**src/rtl/spdif_rd_pkg.sv**
```systemverilog
package spdif_rd_pkg;
   localparam int NUM_THR = 6;
   localparam int MODE_W  = 3;
   typedef logic [MODE_W-1:0] mode_t;
   localparam mode_t MODE_FASTEST = 3'd6;
   localparam mode_t MODE_NOSIG   = 3'd7;
endpackage

```
**src/rtl/spdif_edge_sync.sv**
```systemverilog
module spdif_edge_sync #(
   parameter int STAGES = 2
) (
   input  logic clk,
   input  logic rst,
   input  logic din,
   output logic edge_o
);
   generate
      if (STAGES < 2) begin : g_bad
         $error("spdif_edge_sync: STAGES must be at least 2");
      end
   endgenerate

   logic [STAGES-1:0] sync_q;
   logic              prev_q;

   always_ff @(posedge clk) begin
      if (rst) begin
         sync_q <= '0;
         prev_q <= 1'b0;
      end else begin
         sync_q <= {sync_q[STAGES-2:0], din};
         prev_q <= sync_q[STAGES-1];
      end
   end

   assign edge_o = sync_q[STAGES-1] ^ prev_q;
endmodule

```
**src/rtl/spdif_interval_meter.sv**
```systemverilog
module spdif_interval_meter #(
   parameter int WIDTH_W = 10,
   parameter int BASE_W  = 20
) (
   input  logic               clk,
   input  logic               rst,
   input  logic               edge_i,
   input  logic [BASE_W-1:0]  win_len_i,
   output logic               done_o,
   output logic [WIDTH_W-1:0] max_o
);
   localparam logic [WIDTH_W-1:0] CNT_MAX = {WIDTH_W{1'b1}};

   logic [WIDTH_W-1:0] cnt_q, run_q, sample, upd;
   logic [BASE_W-1:0]  win_q;
   logic               seen_q, win_end;

   assign sample  = (edge_i && seen_q) ? cnt_q : '0;
   assign upd     = (sample > run_q) ? sample : run_q;
   assign win_end = (win_q >= win_len_i - 1'b1);

   always_ff @(posedge clk) begin
      if (rst) begin
         cnt_q  <= '0;
         seen_q <= 1'b0;
      end else if (edge_i) begin
         cnt_q  <= {{(WIDTH_W-1){1'b0}}, 1'b1};
         seen_q <= 1'b1;
      end else if (cnt_q != CNT_MAX) begin
         cnt_q  <= cnt_q + 1'b1;
      end
   end

   always_ff @(posedge clk) begin
      if (rst) begin
         win_q  <= '0;
         run_q  <= '0;
         done_o <= 1'b0;
         max_o  <= '0;
      end else if (win_end) begin
         win_q  <= '0;
         run_q  <= '0;
         done_o <= 1'b1;
         max_o  <= upd;
      end else begin
         win_q  <= win_q + 1'b1;
         run_q  <= upd;
         done_o <= 1'b0;
      end
   end

   AST_SAT_HOLD: assert property (@(posedge clk) disable iff (rst)
      (cnt_q == CNT_MAX && !edge_i) |=> cnt_q == CNT_MAX);
   AST_EDGE_RESTART: assert property (@(posedge clk) disable iff (rst)
      edge_i |=> cnt_q == 1);
endmodule

```
**src/rtl/spdif_mode_classifier.sv**
```systemverilog
module spdif_mode_classifier
   import spdif_rd_pkg::*;
#(
   parameter int WIDTH_W = 10
) (
   input  logic [WIDTH_W-1:0] maxw_i,
   input  logic [WIDTH_W-1:0] thr_i [NUM_THR],
   output mode_t              mode_o
);
   logic [NUM_THR-1:0] over;

   generate
      for (genvar g = 0; g < NUM_THR; g++) begin : g_cmp
         assign over[g] = maxw_i > thr_i[g];
      end
   endgenerate

   always_comb begin
      mode_o = MODE_FASTEST;
      for (int i = NUM_THR - 1; i >= 0; i--) begin
         if (over[i]) mode_o = mode_t'(i);
      end
      if (maxw_i == '0) mode_o = MODE_NOSIG;
   end
endmodule

```
**src/rtl/spdif_rate_detect.sv**
```systemverilog
module spdif_rate_detect
   import spdif_rd_pkg::*;
#(
   parameter int WIDTH_W  = 10,
   parameter int BASE_W   = 20,
   parameter int ADDR_W   = 3,
   parameter int DATA_W   = 32,
   parameter int FLAG_W   = 8,
   parameter int CHG_BIT  = 2,
   parameter int SYNC_N   = 2,
   parameter int WIN_DEF  = 333333
) (
   input  logic              clk,
   input  logic              rst,
   input  logic              sdin,
   input  logic              wr_en,
   input  logic [ADDR_W-1:0] wr_addr,
   input  logic [DATA_W-1:0] wr_data,
   output logic [DATA_W-1:0] status_o,
   output logic              irq_o
);
   localparam int THR_PER = 3;
   localparam int SLOT_W  = DATA_W / THR_PER;
   localparam logic [ADDR_W-1:0] A_WIN  = 0;
   localparam logic [ADDR_W-1:0] A_MASK = 1;
   localparam logic [ADDR_W-1:0] A_THRA = 2;
   localparam logic [ADDR_W-1:0] A_THRB = 3;
   localparam logic [ADDR_W-1:0] A_CLR  = 4;

   generate
      if (SLOT_W < WIDTH_W || DATA_W < 31 || BASE_W > DATA_W || FLAG_W > 8 || CHG_BIT >= FLAG_W)
         begin : g_bad
         $error("spdif_rate_detect: inconsistent parameters");
      end
   endgenerate

   logic [BASE_W-1:0]  win_q;
   logic [FLAG_W-1:0]  mask_q, flags_q, clr;
   logic [WIDTH_W-1:0] thr_q [NUM_THR];
   logic [WIDTH_W-1:0] meas_max, maxw_q;
   logic               edge_s, done;
   mode_t              mode_q, mode_new;

   spdif_edge_sync #(.STAGES(SYNC_N)) u_sync (
      .clk(clk), .rst(rst), .din(sdin), .edge_o(edge_s));

   spdif_interval_meter #(.WIDTH_W(WIDTH_W), .BASE_W(BASE_W)) u_meter (
      .clk(clk), .rst(rst), .edge_i(edge_s), .win_len_i(win_q),
      .done_o(done), .max_o(meas_max));

   spdif_mode_classifier #(.WIDTH_W(WIDTH_W)) u_cls (
      .maxw_i(meas_max), .thr_i(thr_q), .mode_o(mode_new));

   always_ff @(posedge clk) begin
      if (rst) begin
         win_q  <= BASE_W'(WIN_DEF);
         mask_q <= '0;
      end else if (wr_en) begin
         if (wr_addr == A_WIN)  win_q  <= wr_data[BASE_W-1:0];
         if (wr_addr == A_MASK) mask_q <= wr_data[FLAG_W-1:0];
      end
   end

   generate
      for (genvar t = 0; t < NUM_THR; t++) begin : g_thr
         localparam logic [ADDR_W-1:0] MY_ADDR = A_THRA + ADDR_W'(t / THR_PER);
         localparam int TOP = DATA_W - 1 - (t % THR_PER) * SLOT_W;
         always_ff @(posedge clk) begin
            if (rst) thr_q[t] <= '0;
            else if (wr_en && wr_addr == MY_ADDR)
               thr_q[t] <= wr_data[TOP -: WIDTH_W];
         end
      end
   endgenerate

   assign clr = (wr_en && wr_addr == A_CLR) ? wr_data[FLAG_W-1:0] : '0;

   always_ff @(posedge clk) begin
      if (rst) begin
         mode_q  <= MODE_NOSIG;
         maxw_q  <= '0;
         flags_q <= '0;
      end else begin
         flags_q <= flags_q & ~clr;
         if (done) begin
            mode_q <= mode_new;
            maxw_q <= meas_max;
            if (mode_new != mode_q) flags_q[CHG_BIT] <= 1'b1;
         end
      end
   end

   always_comb begin
      status_o        = '0;
      status_o[30:28] = mode_q;
      status_o[8 +: WIDTH_W] = maxw_q;
      status_o[FLAG_W-1:0]   = flags_q;
   end

   assign irq_o = |(flags_q & mask_q);

   AST_NOSIG_ZERO: assert property (@(posedge clk) disable iff (rst)
      (maxw_q == '0) |-> (mode_q == MODE_NOSIG));
   AST_FLAG_ON_CHANGE: assert property (@(posedge clk) disable iff (rst)
      (done && mode_new != mode_q) |=> flags_q[CHG_BIT]);
   AST_FLAG_STICKY: assert property (@(posedge clk) disable iff (rst)
      (flags_q[CHG_BIT] && !clr[CHG_BIT]) |=> flags_q[CHG_BIT]);
endmodule

```
**config.mk**
```make
export PLATFORM = sky130hd
export DESIGN_NAME = spdif_rate_detect
export DESIGN_NICKNAME = d
export VERILOG_FILES = /design/src/rtl/spdif_rd_pkg.sv /design/src/rtl/spdif_edge_sync.sv /design/src/rtl/spdif_interval_meter.sv /design/src/rtl/spdif_mode_classifier.sv /design/src/rtl/spdif_rate_detect.sv
export SDC_FILE = /design/constraint.sdc
export NUM_CORES = 1
export LEC_CHECK = 0
export ABC_AREA = 1
export BUFFER_PORTS_ARGS = -buffer_cell sky130_fd_sc_hd__buf_2
export CAP_MARGIN = 15
export CORE_MARGIN = 1
export CORE_UTILIZATION = 49
export CTS_BUF_LIST = sky130_fd_sc_hd__clkbuf_16
export CTS_CLUSTER_DIAMETER = 200
export DETAILED_ROUTE_END_ITERATION = 16
export PLACE_DENSITY = 0.63
export SLEW_MARGIN = 20
export SYNTH_ARGS = -nofsm -noshare
export SYNTH_HDL_FRONTEND = slang
export SYNTH_SLANG_ARGS = --single-unit
```
**constraint.sdc**
```tcl
create_clock -name clk -period 4.9 [get_ports clk]
set_input_delay 0.245 -clock clk [delete_from_list [all_inputs] [get_ports clk]]
set_output_delay 0.245 -clock clk [all_outputs]
set_load 0.05 [all_outputs]
```
==> impl_metrics.yaml, run 1 <==
worst_hold_path:
  hp-start: "sdin"
  min_to: "u_sync.sync_q[0]"
  hold_path_class: "in2reg"
  min_path_cells: 3
routing:
  drc_errors: 0
  avgViaCountPerCell: 4.95
  first_iter_violations: 343
  routed_wl_mm: 19.3
  drtPass1Iterations: 5
  detail_route.wl_per_cell_um: 13.1
  ant_nets: 0
  vias: 7271
timing:
  rsz0062_at_grt: "no"
  slew_violations: 0
  worst_pin_slew_ps: 910
  hold_violations: 0
  setup_violations: 0
  clock.fmax_mhz: 255
  relSlewSlack: 0.393
  finalCritPeriodShare: 0.801
  fin_crit_ps: 3930
  finalSetupTns_ps: 0
  finClkSkew_ps: 11.3
yosys:
  yosysWarnings: 0
  synth_edf_count: 0
  avgSynthCellArea_um2: 7.43
  ys_ff_latch: 164
  ys_top_cells_by_area: "dfxtp_1, ha_1, inv_1"
  netlist_area_um2: 8800
  syn_inst: 1184
  yosys_most_used_dff: "dfxtp_1"
  async_flop_share: 0
  synth_top_area_share: 0.373
  synth_cell_types: 43
  synth_top_area_cell: "dfxtp_1"
  ys_seq_area_frac: 0.373
setup_path:
  worst_r2r_path_depth: 20
  crit_top_cell: "inv_1"
  cp-end-kind: "register"
  cp_cell_sequence: "inv_1 > ha_1 > inv_1 > nor2_2 > inv_2 > nor3_2 > nand4_1 > nor3_2 > nand3_1 > xor2_1 > inv_1 > ha_1 > nand4_1 > inv_1 > a21oi_1 > nand3_1 > a21oi_1 > nand2_1 > buf_4 > o22ai_1"
  timing.rr.start: "win_q[0]"
  max_stage_delay_ps: 530
  worstSetupStartpointType: "register"
  r2r_setup_slack_ps: 970
  worst-setup-path-type: "reg2reg"
  r2r_end: "u_meter.max_o[4]"
  required_ps: 5240
  crit_slowest_cell: "nand2_1"
  cp_max_fo: 21
  arrival_ps: 4270
place:
  dp_cells: 1436
  placed_cell_area_um2: 9240
  port_buffers: 60
  gp_congestion: 0.849
  hpwl_mm: 13.8
floorplanning:
  io_pins: 72
  die_x_um: 136
  die_area_um2: 18500
  start_util: 0.505
  die_h_um: 136
  num_rows: 48
  core_region_area_um2: 17400
clock_tree:
  cts_resized: 0
  root_buffer: "clkbuf_16"
  cts.htree.levels: 4
  clkLatencyLatePin_ps: 430
  clkSlewWorstSetupHoldPaths_ps: 70
  clk_path_buf_depth: 2
  cts_made_buffers: 17
  cts_hold_buf: 0
  cts_setup_buffers: 0
  clkSinkCount: 164
  cts_tree: "built"
power_and_ir_drop:
  power.density_nw_per_um2: 305
  vdd_ir_drop_max_mv: 0.282
  p_leak_nw: 4.52
final_layout:
  area_growth_syn_to_layout_pct: 11.8
  nets: 1362
  drive_above_1_share: 0.107
  insertedDiodeCount: 0
  final_common_cell: "inv_1"
  final_area_um2: 9830
  final_cells: 1468
  layout_common_cells: "inv_1, dfxtp_1, nand2_1"
global_routing:
  first_global_vias: 6605
  busiest_layer: "met2"
  met1_usage: 0.294
  gr-total-overflow: 0
  antenna_found_initial: 0
  grt_max_degree: 108
  use_met2: 0.361
  grt_pass1_wl_mm: 31.8
  track_usage: 0.220
  grt.met3_usage: 0.0447
run:
  cap_violations: 0
run_status:
  status: "completed"
-- final cells by class --
type                    count  area (um2)
multi-input cells         787        4600
clock buffers              17         425
repair buffers             65         338
clock inverters            15         169
well taps                 225         282
flip-flops and latches    164        3280
inverters                 195         732
fillers                  1664        7580
-- power by group --
part	switching (mW)	internal, mW
logic	0.180	0.0878
clock network	0.584	0.764
registers	0.0176	1.37
-- flip-flops by register name (all words and copies together), names as in the netlist --
signal	flops
win_q	20
maxw_q	10
u_sync.prev_q	1
thr_q	60
u_meter.max_o	10
mode_q	3
u_meter.win_q	20
mask_q	8
u_meter.cnt_q	10
flags_q	8
u_meter.seen_q	1
u_sync.sync_q	2
u_meter.done_o	1
u_meter.run_q	10
-- worst max-delay path: cells and delay by family, from the launching register on --
family / cells / cell delay [ps]
flip-flops: 1 / 350
AO/OA/AOI/OAI: 3 / 490
adder cells (fa/ha/maj): 2 / 500
XOR/XNOR: 1 / 140
buffers and inverters: 6 / 770
AND/OR/NAND/NOR: 8 / 1590
-- kinds of logic after synthesis --
logic type,Yosys count,synth area share
buf+inv,243,0.109
xor+xnor,25,0.0249
simple gates,390,0.199
other cells,1,0.000426
fa+ha+maj,93,0.132
flops,164,0.373
compound gates,268,0.161
-- how the worst max path moves through the flow --
stage | startpoint | end | slack [ps] | depth (start not counted)
after floorplan | win_q[2] | u_meter.max_o[0] | 1890 | 22
after global placement | win_q[0] | u_meter.max_o[3] | 1090 | 20
after detailed placement | win_q[0] | u_meter.max_o[4] | 1000 | 20
after CTS | win_q[0] | u_meter.max_o[4] | 980 | 20
after global routing | win_q[0] | u_meter.max_o[0] | 580 | 20
final | win_q[0] | u_meter.max_o[4] | 970 | 20
-- stage by stage --
stage | hold slack, ps | utilization | total power, mW | setup WS, ps
6_report | 27.7 | 0.565 | 3.00 | 974
5_1_grt | 20.0 | 0.565 | 3.13 | 583
4_1_cts | 10.7 | 0.565 | 3.03 | 978
3_5_place_dp | 397 | 0.530 | 1.68 | 996
3_3_place_gp | 402 | 0.530 | 1.68 | 1090
2_1_floorplan | 352 | - | 1.61 | 1890
-- routing by layer --
metal	share of wire	wire length (um)
met2	0.46	8870
met3	0.035	670
met5	0	0
met1	0.50	9620
met4	0.0051	99
-- synth_stat cells (all sizes together), types with 2 or more instances --
library cell	count
nand2	161
a21o	4
nor2	132
nor3b	3
o21ai	108
nand3	49
o22ai	10
nor4	3
ha	93
clkbuf	34
inv	193
xor2	18
buf	14
o21bai	4
o21a	2
o211ai	4
xnor2	7
clkinv	2
dfxtp	164
nor3	24
a211oi	4
nand4	11
a31oi	4
a21oi	124
a221oi	2
or2	4
Note: power is estimated with default switching activity, not from simulation.
==> run 2, diff against run 1 <==
==> constraint.sdc (replaced) <==
create_clock -name clk -period 4 [get_ports clk]
set_input_delay 0.2 -clock clk [delete_from_list [all_inputs] [get_ports clk]]
set_output_delay 0.2 -clock clk [all_outputs]
set_load 0.05 [all_outputs]
==> run 2 against run 1 <==
Combinational power is 24% higher. Clock skew hardly changed. Flip-flop and latch count stayed put. Final area is 0.64% higher. Non-clock buffer count is 4 higher. Critical endpoint is now u_meter.win_q[2].
==> impl_metrics.yaml, run 2 (synthesis results as in run 1) <==
timing:
  clock.fmax_mhz: 286
  rsz0062_at_grt: "no"
  hold_violations: 0
  finClkSkew_ps: 10.9
  finalCritPeriodShare: 0.873
  setup_violations: 0
  fin_crit_ps: 3490
  worst_pin_slew_ps: 860
  setup_slack_ps: 509
  slew_violations: 0
  finalSetupTns_ps: 0
  relSlewSlack: 0.427
  hold_ws_ps: 25.2
final_layout:
  drive_above_1_share: 0.110
  max_flop_register: "thr_q"
  final_area_um2: 9900
  seq_area_um2: 3280
  top_regs: "thr_q (60), u_meter.win_q (20), win_q (20)"
  final_cells: 1472
  insertedDiodeCount: 0
  finish.utilization: 0.568
  area_growth_syn_to_layout_pct: 12.5
  layout_common_cells: "inv_1, dfxtp_1, nand2_1"
  nets: 1366
  nFillCells: 1689
  largest_reg_flops: 60
  multi_input_area_um2: 4610
  final_common_cell: "inv_1"
global_routing:
  grt_pass1_wl_mm: 32.2
  gr-total-overflow: 0
  antenna_found_initial: 0
  grt_max_degree: 61
  first_global_vias: 6732
  track_usage: 0.221
setup_path:
  required_ps: 4350
  cp-end-kind: "register"
  worst-setup-path-type: "reg2reg"
  worstSetupStartpointType: "register"
  arrival_ps: 3840
  cp_max_fo: 20
routing:
  avgViaCountPerCell: 4.99
  first_iter_violations: 296
  drtPass1Iterations: 5
  ant_nets: 0
  drc_errors: 0
  routed_wl_mm: 19.6
  detail_route.wl_per_cell_um: 13.3
  vias: 7340
place:
  post-place-ws_ps: 514
  gp_congestion: 0.875
  placed_cell_area_um2: 9260
  dp_cells: 1439
  port_buffers: 60
  hpwl_mm: 14.1
clock_tree:
  cts_tree: "built"
  cts_setup_buffers: 0
  clkSlewWorstSetupHoldPaths_ps: 70
  root_buffer: "clkbuf_16"
  clkSinkCount: 164
  clk_path_buf_depth: 2
  cts_made_buffers: 17
  clkLatencyLatePin_ps: 430
  cts.htree.levels: 4
floorplanning:
  num_rows: 48
  core_region_area_um2: 17400
  die_x_um: 136
  io_pins: 72
  die_h_um: 136
  start_util: 0.505
  die_area_um2: 18500
worst_hold_path:
  hold_path_class: "in2reg"
power_and_ir_drop:
  finalPower_mw: 3.76
  vdd_ir_drop_max_mv: 0.390
  power.density_nw_per_um2: 380
  p_leak_nw: 4.55
run:
  cap_violations: 0
run_status:
  status: "completed"
run 2: cell count changes in the layout (fill, tap and decap cells not counted), moves of 2 or more:
cell / change
inv_6: +2
buf_4: +3
clkinv_2: +2
clkinv_4: -4
run 2: metal layers:
metal  part of all wire  GRT usage  vias up  routed length [um]
met4             0.0094     0.0525        0                 184
met3              0.036     0.0406       13                 696
met5                  0          0        -                   0
met1               0.49      0.296     3279                9670
met2               0.46      0.366      110                9010
li1                   -          -     3938                   -
run 2: final timing paths:
kind                                    endpoint              from  slack, ps  depth (start not counted)
worst max-delay path            u_meter.win_q[2]          win_q[0]        510                         20
worst min-delay path                   win_q[12]       wr_data[12]         30                          3
worst max register to register  u_meter.win_q[2]          win_q[0]        510                         20
worst min register to register  u_sync.sync_q[1]  u_sync.sync_q[0]        410                          2
run 2: power by group:
part / switching, mW / internal (mW) / leakage, nW / total, mW
Combinational: 0.222 / 0.109 / 2.92 / 0.332
Clock: 0.727 / 1.00 / 0.309 / 1.73
Sequential: 0.0225 / 1.67 / 1.33 / 1.70
Total: 0.972 / 2.79 / 4.55 / 3.76
run 2: area by class of cell:
class / count / area share
inverters: 195 / 0.0740
repair buffers: 69 / 0.0374
clock inverters: 15 / 0.0193
multi-input cells: 787 / 0.466
flip-flops and latches: 164 / 0.332
clock buffers: 17 / 0.0430
well taps: 225 / 0.0284
run 2: critical path, stage by stage (launching register included):
cell and delay [ps]:
dfxtp_1 350, inv_1 110, ha_1 240, inv_1 70, nor2_2 180, inv_2 60
nor3_2 210, nand4_1 170, nor3_2 190, nand3_1 110, xor2_1 150, inv_1 60
ha_1 280, nand4_1 110, inv_1 70, a21oi_1 140, nand3_1 90, a21oi_1 260
nand2_1 120, buf_4 250, nor3b_1 190
run 2: timing repair:
item / CTS / global route
hold endpoints to repair: 1 / 0
gates resized for setup: 0 / 0
hold buffers: 1 / 0
